--- src/rtl/modem_chg_det.sv ---
module modem_chg_det #(
  parameter int SYNC_STAGES = 2
) (
  input  logic clk,
  input  logic rst_n,
  input  logic cts_n_i,
  output logic cts_n_o,
  output logic cts_oe,
  input  logic dcd_n_i,
  input  logic loop_mode,
  input  logic cts_gates_tx,
  input  logic dcd_gates_rx,
  input  logic char_sync_mode,
  input  logic dcd_as_sync,
  input  logic loop_assert_cmd,
  input  logic loop_negate_cmd,
  input  logic cts_int_en,
  input  logic dcd_int_en,
  input  logic cts_clr,
  input  logic dcd_clr,
  output logic cts_active,
  output logic dcd_active,
  output logic cts_changed,
  output logic dcd_changed,
  output logic tx_enable,
  output logic rx_enable,
  output logic ext_sync_pulse,
  output logic irq
);

  localparam int TOP = SYNC_STAGES - 1;

  logic [TOP:0] cts_sh, dcd_sh;
  logic cts_prev, dcd_prev, loop_q;
  logic cts_edge, dcd_edge;

  always_ff @(posedge clk or negedge rst_n) begin
    if (!rst_n) begin
      cts_sh   <= '1;
      dcd_sh   <= '1;
      cts_prev <= 1'b1;
      dcd_prev <= 1'b1;
    end else begin
      cts_sh   <= {cts_sh[TOP-1:0], cts_n_i};
      dcd_sh   <= {dcd_sh[TOP-1:0], dcd_n_i};
      cts_prev <= cts_sh[TOP];
      dcd_prev <= dcd_sh[TOP];
    end
  end

  assign cts_active = ~cts_sh[TOP];
  assign dcd_active = ~dcd_sh[TOP];
  assign cts_edge   = (cts_sh[TOP] ^ cts_prev) & ~loop_mode;
  assign dcd_edge   = dcd_sh[TOP] ^ dcd_prev;

  always_ff @(posedge clk or negedge rst_n) begin
    if (!rst_n) begin
      cts_changed <= 1'b0;
      dcd_changed <= 1'b0;
    end else begin
      cts_changed <= cts_edge | (cts_changed & ~cts_clr);
      dcd_changed <= dcd_edge | (dcd_changed & ~dcd_clr);
    end
  end

  always_ff @(posedge clk or negedge rst_n) begin
    if (!rst_n)               loop_q <= 1'b0;
    else if (loop_assert_cmd) loop_q <= 1'b1;
    else if (loop_negate_cmd) loop_q <= 1'b0;
  end

  assign cts_n_o        = ~loop_q;
  assign cts_oe         = loop_mode;
  assign tx_enable      = loop_mode | ~cts_gates_tx | cts_active;
  assign rx_enable      = ~dcd_gates_rx | dcd_active;
  assign ext_sync_pulse = char_sync_mode & dcd_as_sync & dcd_prev & ~dcd_sh[TOP];
  assign irq            = (cts_changed & cts_int_en) | (dcd_changed & dcd_int_en);


  flag_sets_chk: assert property (@(posedge clk) disable iff (!rst_n)
    dcd_edge |=> dcd_changed);


  clear_works_chk: assert property (@(posedge clk) disable iff (!rst_n)
    (cts_clr && !cts_edge) |=> !cts_changed);


  irq_source_chk: assert property (@(posedge clk) disable iff (!rst_n)
    irq |-> (cts_changed || dcd_changed));


  loop_quiet_chk: assert property (@(posedge clk) disable iff (!rst_n)
    loop_mode |=> !$rose(cts_changed));


  loop_hold_chk: assert property (@(posedge clk) disable iff (!rst_n)
    (!loop_assert_cmd && !loop_negate_cmd) |=> $stable(cts_n_o));


  sync_pulse_chk: assert property (@(posedge clk) disable iff (!rst_n)
    ext_sync_pulse |=> !ext_sync_pulse);

endmodule

--- config.mk ---
export PLATFORM = sky130hd
export DESIGN_NAME = modem_chg_det
export DESIGN_NICKNAME = d
export VERILOG_FILES = /design/src/rtl/modem_chg_det.sv
export SDC_FILE = /design/constraint.sdc
export NUM_CORES = 1
export LEC_CHECK = 0
export CORE_AREA = 4 4 41 43
export CTS_CLUSTER_DIAMETER = 60
export DETAILED_ROUTE_END_ITERATION = 8
export DIE_AREA = 0 0 45 47
export GPL_TIMING_DRIVEN = 0
export PLACE_DENSITY = 0.68
export SETUP_SLACK_MARGIN = 0.5
export SLEW_MARGIN = 25
export SYNTH_ARGS = -nofsm -noshare
export SYNTH_HDL_FRONTEND = slang
export SYNTH_SLANG_ARGS = --single-unit
--- constraint.sdc ---
create_clock -name clk -period 1 [get_ports clk]
set_input_delay 0.3 -clock clk [delete_from_list [all_inputs] [get_ports clk]]
set_output_delay 0.3 -clock clk [all_outputs]
set_load 0.02 [all_outputs]
==> flow_summary.json, run 1 <==
{
  "yosys_warnings": 0,
  "coreArea_um2": 1300,
  "setup.worst_path.end_class": "output port",
  "timing.rr.end": "dcd_changed",
  "seq_area_frac_synth": 0.705,
  "met3_usage": 0.0383,
  "cpPeakStageDelay_ps": 560,
  "cts_root_buf": "clkbuf_4",
  "slew_headroom": 0.736,
  "tns_ps": -2520,
  "syn-mean-instance-area_um2": 13.8,
  "initial_core_util": 0.254,
  "wl_per_cell_um": 10.6,
  "grt_pass1_wl_um": 1250,
  "syn_nets": 39,
  "timing.final.ws_setup_ps": -403,
  "hpwlAfterDp_um": 585,
  "grt_max_degree": 10,
  "violations": "negative setup slack",
  "rows": 13,
  "dieArea_um2": 2120,
  "num_io_pins": 25,
  "htree_levels": 1,
  "hold_class": "input port to asynchronous set/reset pin",
  "num_antenna_cells": 0,
  "via_per_inst": 3.99,
  "first_pass_iters": 1,
  "fin_skew_ps": 0.990,
  "peakVddDrop_mv": 0.668,
  "fin_crit_sh": 1.40,
  "numCtsBuffers": 3,
  "fp.dieH_um": 47,
  "hold_viol_final": 0,
  "cp.arrival_ps": 1100,
  "crit_buf_inv": 2,
  "finalWirelength_um": 793,
  "dr.first_iter.drc_count": 0,
  "post-route-min-period_ps": 1400,
  "fill_cells": 129,
  "rsz0062_at_grt": "true",
  "cp-start-kind": "register",
  "total_leakage_power_nw": 0.343,
  "cts_tree": "done",
  "fp.dieW_um": 45,
  "clockBufferDepth": 2,
  "antenna_found_initial": 0,
  "cp_top_family": "flip-flops",
  "power_density_nw_per_um2": 1280,
  "met1_usage": 0.0796,
  "track_usage": 0.0894,
  "worstMarginPinSlew_ps": 395,
  "use_met2": 0.150,
  "syn-cell-area_um2": 330,
  "final_cells": 75,
  "layout.nets": 76,
  "dpl-instance-area_um2": 621,
  "timing.fmax_ghz": 0.713,
  "outcome": "complete, but fails checks",
  "route.detailed.drc": 0,
  "design_area_um2": 727,
  "slew_violations": 0,
  "path_cells": "inv_4 > and4_4 > buf_6",
  "dr_total_vias": 299,
  "clk_pin_slew_ps": 60,
  "ant_nets": 0,
  "crit_type": "register to output port",
  "required_ps": 700,
  "final_layout_size_suffix_gt1_frac": 0.633,
  "synth-seq-cells": 9,
  "busiest_layer": "met2",
  "critPathMaxFanout": 3,
  "slowest_stage": "dfstp_2",
  "gp_congestion": 0.565,
  "worstRegToRegCells": 6,
  "syn_to_final_growth_pct": 120,
  "fin_util": 0.559,
  "grt-ovfl-total": 0,
  "pre_cts_ws_ps": -876,
  "syn_inst": 24,
  "clock_latency_ps": 250,
  "place_inst": 63,
  "grt_pass1_vias": 308,
  "setup_violations": 10,
  "rr_startpoint": "dcd_sh[1]",
  "io_buffers": 24,
  "cap_viol_max_count": 0,
  "clock-sinks": 9,
  "rrSetupSlack_ps": -200,
  "ys_types": 12
}
[how the worst max path moves through the flow]
stage / from / to / slack [ps] / cells after the start
6_report: dcd_sh[1] / ext_sync_pulse / -400 / 3
4_1_cts: dcd_sh[1] / ext_sync_pulse / -420 / 3
2_1_floorplan: dcd_sh[1] / ext_sync_pulse / -80 / 2
3_5_place_dp: loop_mode / tx_enable / -880 / 3
3_3_place_gp: loop_mode / tx_enable / -870 / 3
5_1_grt: dcd_sh[1] / ext_sync_pulse / -450 / 3
[final cells by class]
cell class                      count  area, um^2  share of cell area
Clock buffer                        4        26.3              0.0361
Buffer                              1        15.0              0.0207
Sequential cell                     9         235               0.324
Timing Repair Buffer               32         320               0.441
Tap cell                           15        18.8              0.0258
Inverter                            5        21.3              0.0293
Multi-Input combinational cell      9        90.1               0.124
[repair_timing]
action,CTS,global route
endpoints found under the setup margin,28,17
setup buffers,7,1
pin swaps,0,0
hold buffers,0,0
resized for setup,68,6
endpoints found under the hold margin,0,0
[synthesized netlist by cell type (all sizes together)]
library cell	number	area share
a22o	1	0.027
and4	1	0.027
buf	1	0.023
dfrtp	3	0.23
dfstp	6	0.48
inv	5	0.057
nand2	1	0.011
nand3b	1	0.023
o21ai	1	0.015
o21bai	1	0.023
o22ai	1	0.038
xnor2	2	0.053
[cell usage in the layout (no fill, tap or decap), drive strengths merged]
cell type and instances:
a22o 1, o21bai 1, inv 5, nand3b 1
dfstp 6, clkbuf 4, nand2 1, and4 1
xnor2 2, o22ai 1, dfrtp 3, dlygate4sd2 5
buf 20, o21ai 1, clkdlybuf4s50 8
[layer usage]
metal	vias to the layer above	part of all wire
met2	12	0.57
li1	148	-
met1	139	0.34
met4	0	0
met3	0	0.088
met5	-	0
[state kept, by name, indices dropped and copies added, names as in the netlist]
register     count
cts_prev         1
dcd_changed      1
dcd_prev         1
loop_q           1
cts_changed      1
cts_sh           2
dcd_sh           2
[power by group]
group	switching [mW]	internal, mW
registers	0.0215	0.401
clock network	0.114	0.153
logic	0.0886	0.152
[cell families (layout without fill, tap and decap cells)]
kind of cell    after synthesis  after routing  synth area share
compound gates                4              4             0.102
xor+xnor                      2              2            0.0530
buf+inv                       6             42            0.0796
flops                         9              9             0.705
simple gates                  3              3            0.0606
[stage by stage]
stage          hold slack, ps  total power, mW
6_report                 71.8            0.931
5_1_grt                  72.1            0.995
4_1_cts                  67.1            0.940
3_5_place_dp              347            0.636
3_3_place_gp              346            0.632
2_1_floorplan            4.41            0.510
No activity file was read; power rests on OpenSTA's default activity.
==> run 2, diff against run 1 <==
--- a/config.mk
+++ b/config.mk
@@ -6,11 +6,10 @@
 export NUM_CORES = 1
 export LEC_CHECK = 0
 export CORE_AREA = 4 4 41 43
-export CTS_CLUSTER_DIAMETER = 60
 export DETAILED_ROUTE_END_ITERATION = 8
 export DIE_AREA = 0 0 45 47
 export GPL_TIMING_DRIVEN = 0
-export PLACE_DENSITY = 0.68
+export PLACE_DENSITY = 0.65
 export SETUP_SLACK_MARGIN = 0.5
 export SLEW_MARGIN = 25
 export SYNTH_ARGS = -nofsm -noshare
==> flow_summary.json, run 2 (synthesized netlist as in run 1, its figures left out) <==
{
  "slowest_stage": "dfstp_2",
  "grt_pass1_vias": 278,
  "clock_latency_ps": 250,
  "clockBufferDepth": 2,
  "dpl-instance-area_um2": 621,
  "dr_total_vias": 304,
  "holdBufCountCts": 0,
  "htree_levels": 1,
  "path_cells": "inv_4 > and4_4 > buf_6",
  "hpwlAfterDp_um": 558,
  "cts_root_buf": "clkbuf_4",
  "tns_ps": -2470,
  "final_layout_size_suffix_gt1_frac": 0.633,
  "layout.nets": 76,
  "cts_tree": "done",
  "fin_skew_ps": 0.575,
  "timing.fmax_ghz": 0.703,
  "num_io_pins": 25,
  "cap_viol_max_count": 0,
  "fp.dieH_um": 47,
  "critPathMaxFanout": 4,
  "fin_util": 0.566,
  "hold_class": "input port to asynchronous set/reset pin",
  "combPwrFrac": 0.268,
  "fin_crit_sh": 1.42,
  "place_inst": 63,
  "via_per_inst": 4.05,
  "io_buffers": 24,
  "syn_to_final_growth_pct": 123,
  "fill_cells": 127,
  "grt-ovfl-total": 0,
  "track_usage": 0.0767,
  "timing.final.ws_setup_ps": -422,
  "required_ps": 700,
  "setup_violations": 10,
  "rsz0062_at_grt": "true",
  "grt_pass1_wl_um": 1150,
  "cpPeakStageDelay_ps": 580,
  "initial_core_util": 0.254,
  "final_cells": 75,
  "total_leakage_power_nw": 0.348,
  "crit_type": "register to output port",
  "design_area_um2": 737,
  "fp.dieW_um": 45,
  "post-route-min-period_ps": 1420,
  "slew_violations": 0,
  "slew_headroom": 0.748,
  "seqPwrFrac": 0.448,
  "wl_per_cell_um": 10.4,
  "first_pass_iters": 3,
  "finalWirelength_um": 782,
  "gp_congestion": 0.614,
  "outcome": "complete, but fails checks",
  "dieArea_um2": 2120,
  "grt_max_degree": 10,
  "clk_pin_slew_ps": 60,
  "p_switching_mw": 0.228,
  "setup.worst_path.end_class": "output port",
  "worstMarginPinSlew_ps": 378,
  "cp.arrival_ps": 1120,
  "dr.first_iter.drc_count": 2,
  "rows": 13,
  "violations": "negative setup slack",
  "peakVddDrop_mv": 0.742,
  "clockPowerShare": 0.284,
  "swShare": 0.242,
  "final_cell_mix": "14 x buf_6, 7 x clkdlybuf4s50_1, 6 x dfstp_2, 6 x dlygate4sd2_1",
  "hold_viol_final": 0,
  "reg.largest.list": "cts_sh x2, dcd_sh x2",
  "cp-start-kind": "register",
  "coreArea_um2": 1300,
  "num_antenna_cells": 0,
  "numCtsBuffers": 3,
  "clock-sinks": 9,
  "layout_commonest_cell": "buf_6",
  "intPower_mw": 0.715,
  "route.detailed.drc": 0,
  "ant_nets": 0,
  "power_density_nw_per_um2": 1280,
  "antenna_found_initial": 0
}
[run 2: per-stage QoR]
stage | hold slack [ps] | power (mW) | worst slack [ps]
6_report | 65.1 | 0.943 | -422
5_1_grt | 78.7 | 1.01 | -466
4_1_cts | 71.0 | 0.929 | -447
3_5_place_dp | 347 | 0.636 | -879
3_3_place_gp | 346 | 0.633 | -876
2_1_floorplan | 4.41 | 0.510 | -78.6
[run 2: power by group through the flow]
stage          Sequential (mW)  Clock (mW)  Combinational (mW)
4_1_cts                  0.423       0.284               0.222
6_report                 0.423       0.268               0.253
5_1_grt                  0.426       0.310               0.269
3_5_place_dp             0.429           0               0.207
2_1_floorplan            0.438           0              0.0728
3_3_place_gp             0.427           0               0.206
[run 2: routing by layer]
metal	global-route usage	vias up	routed length [um]
met1	0.0824	135	289
li1	-	149	-
met5	0	-	0
met2	0.116	20	362
met4	0.0526	0	0
met3	0.0421	0	130
[run 2: worst paths after layout]
check / end / startpoint / slack, ps / cells past startpoint
worst min-delay path: dcd_changed / rst_n / 70 / 1
worst max-delay path: ext_sync_pulse / dcd_sh[1] / -420 / 3
worst min register to register: dcd_sh[1] / dcd_sh[0] / 350 / 0
max in group asynchronous: cts_sh[1] / rst_n / 630 / 1
min in group clk: cts_sh[0] / cts_n_i / 270 / 1
worst max register to register: cts_changed / cts_sh[1] / -30 / 4
[run 2: cell type report]
cell class	instances	area [um^2]	share of cell area
flip-flops and latches	9	235	0.319
plain buffers	1	15.0	0.0204
multi-input cells	9	90.1	0.122
inverters	5	21.3	0.0289
repair buffers	32	330	0.448
well taps	15	18.8	0.0255
clock buffers	4	26.3	0.0357
[run 2: critical path: cells and delay by family, from the launching register on]
| kind | cells | cell delay (ps) |
|---|---|---|
| AND/OR/NAND/NOR | 1 | 130 |
| flip-flops | 1 | 580 |
| buffers and inverters | 2 | 160 |
[run 2: what timing repair did]
action                     CTS  global route
pin swaps                    0             1
resized for setup           71             7
setup endpoints to repair   28            17
hold endpoints to repair     0             0
setup buffers                4             4
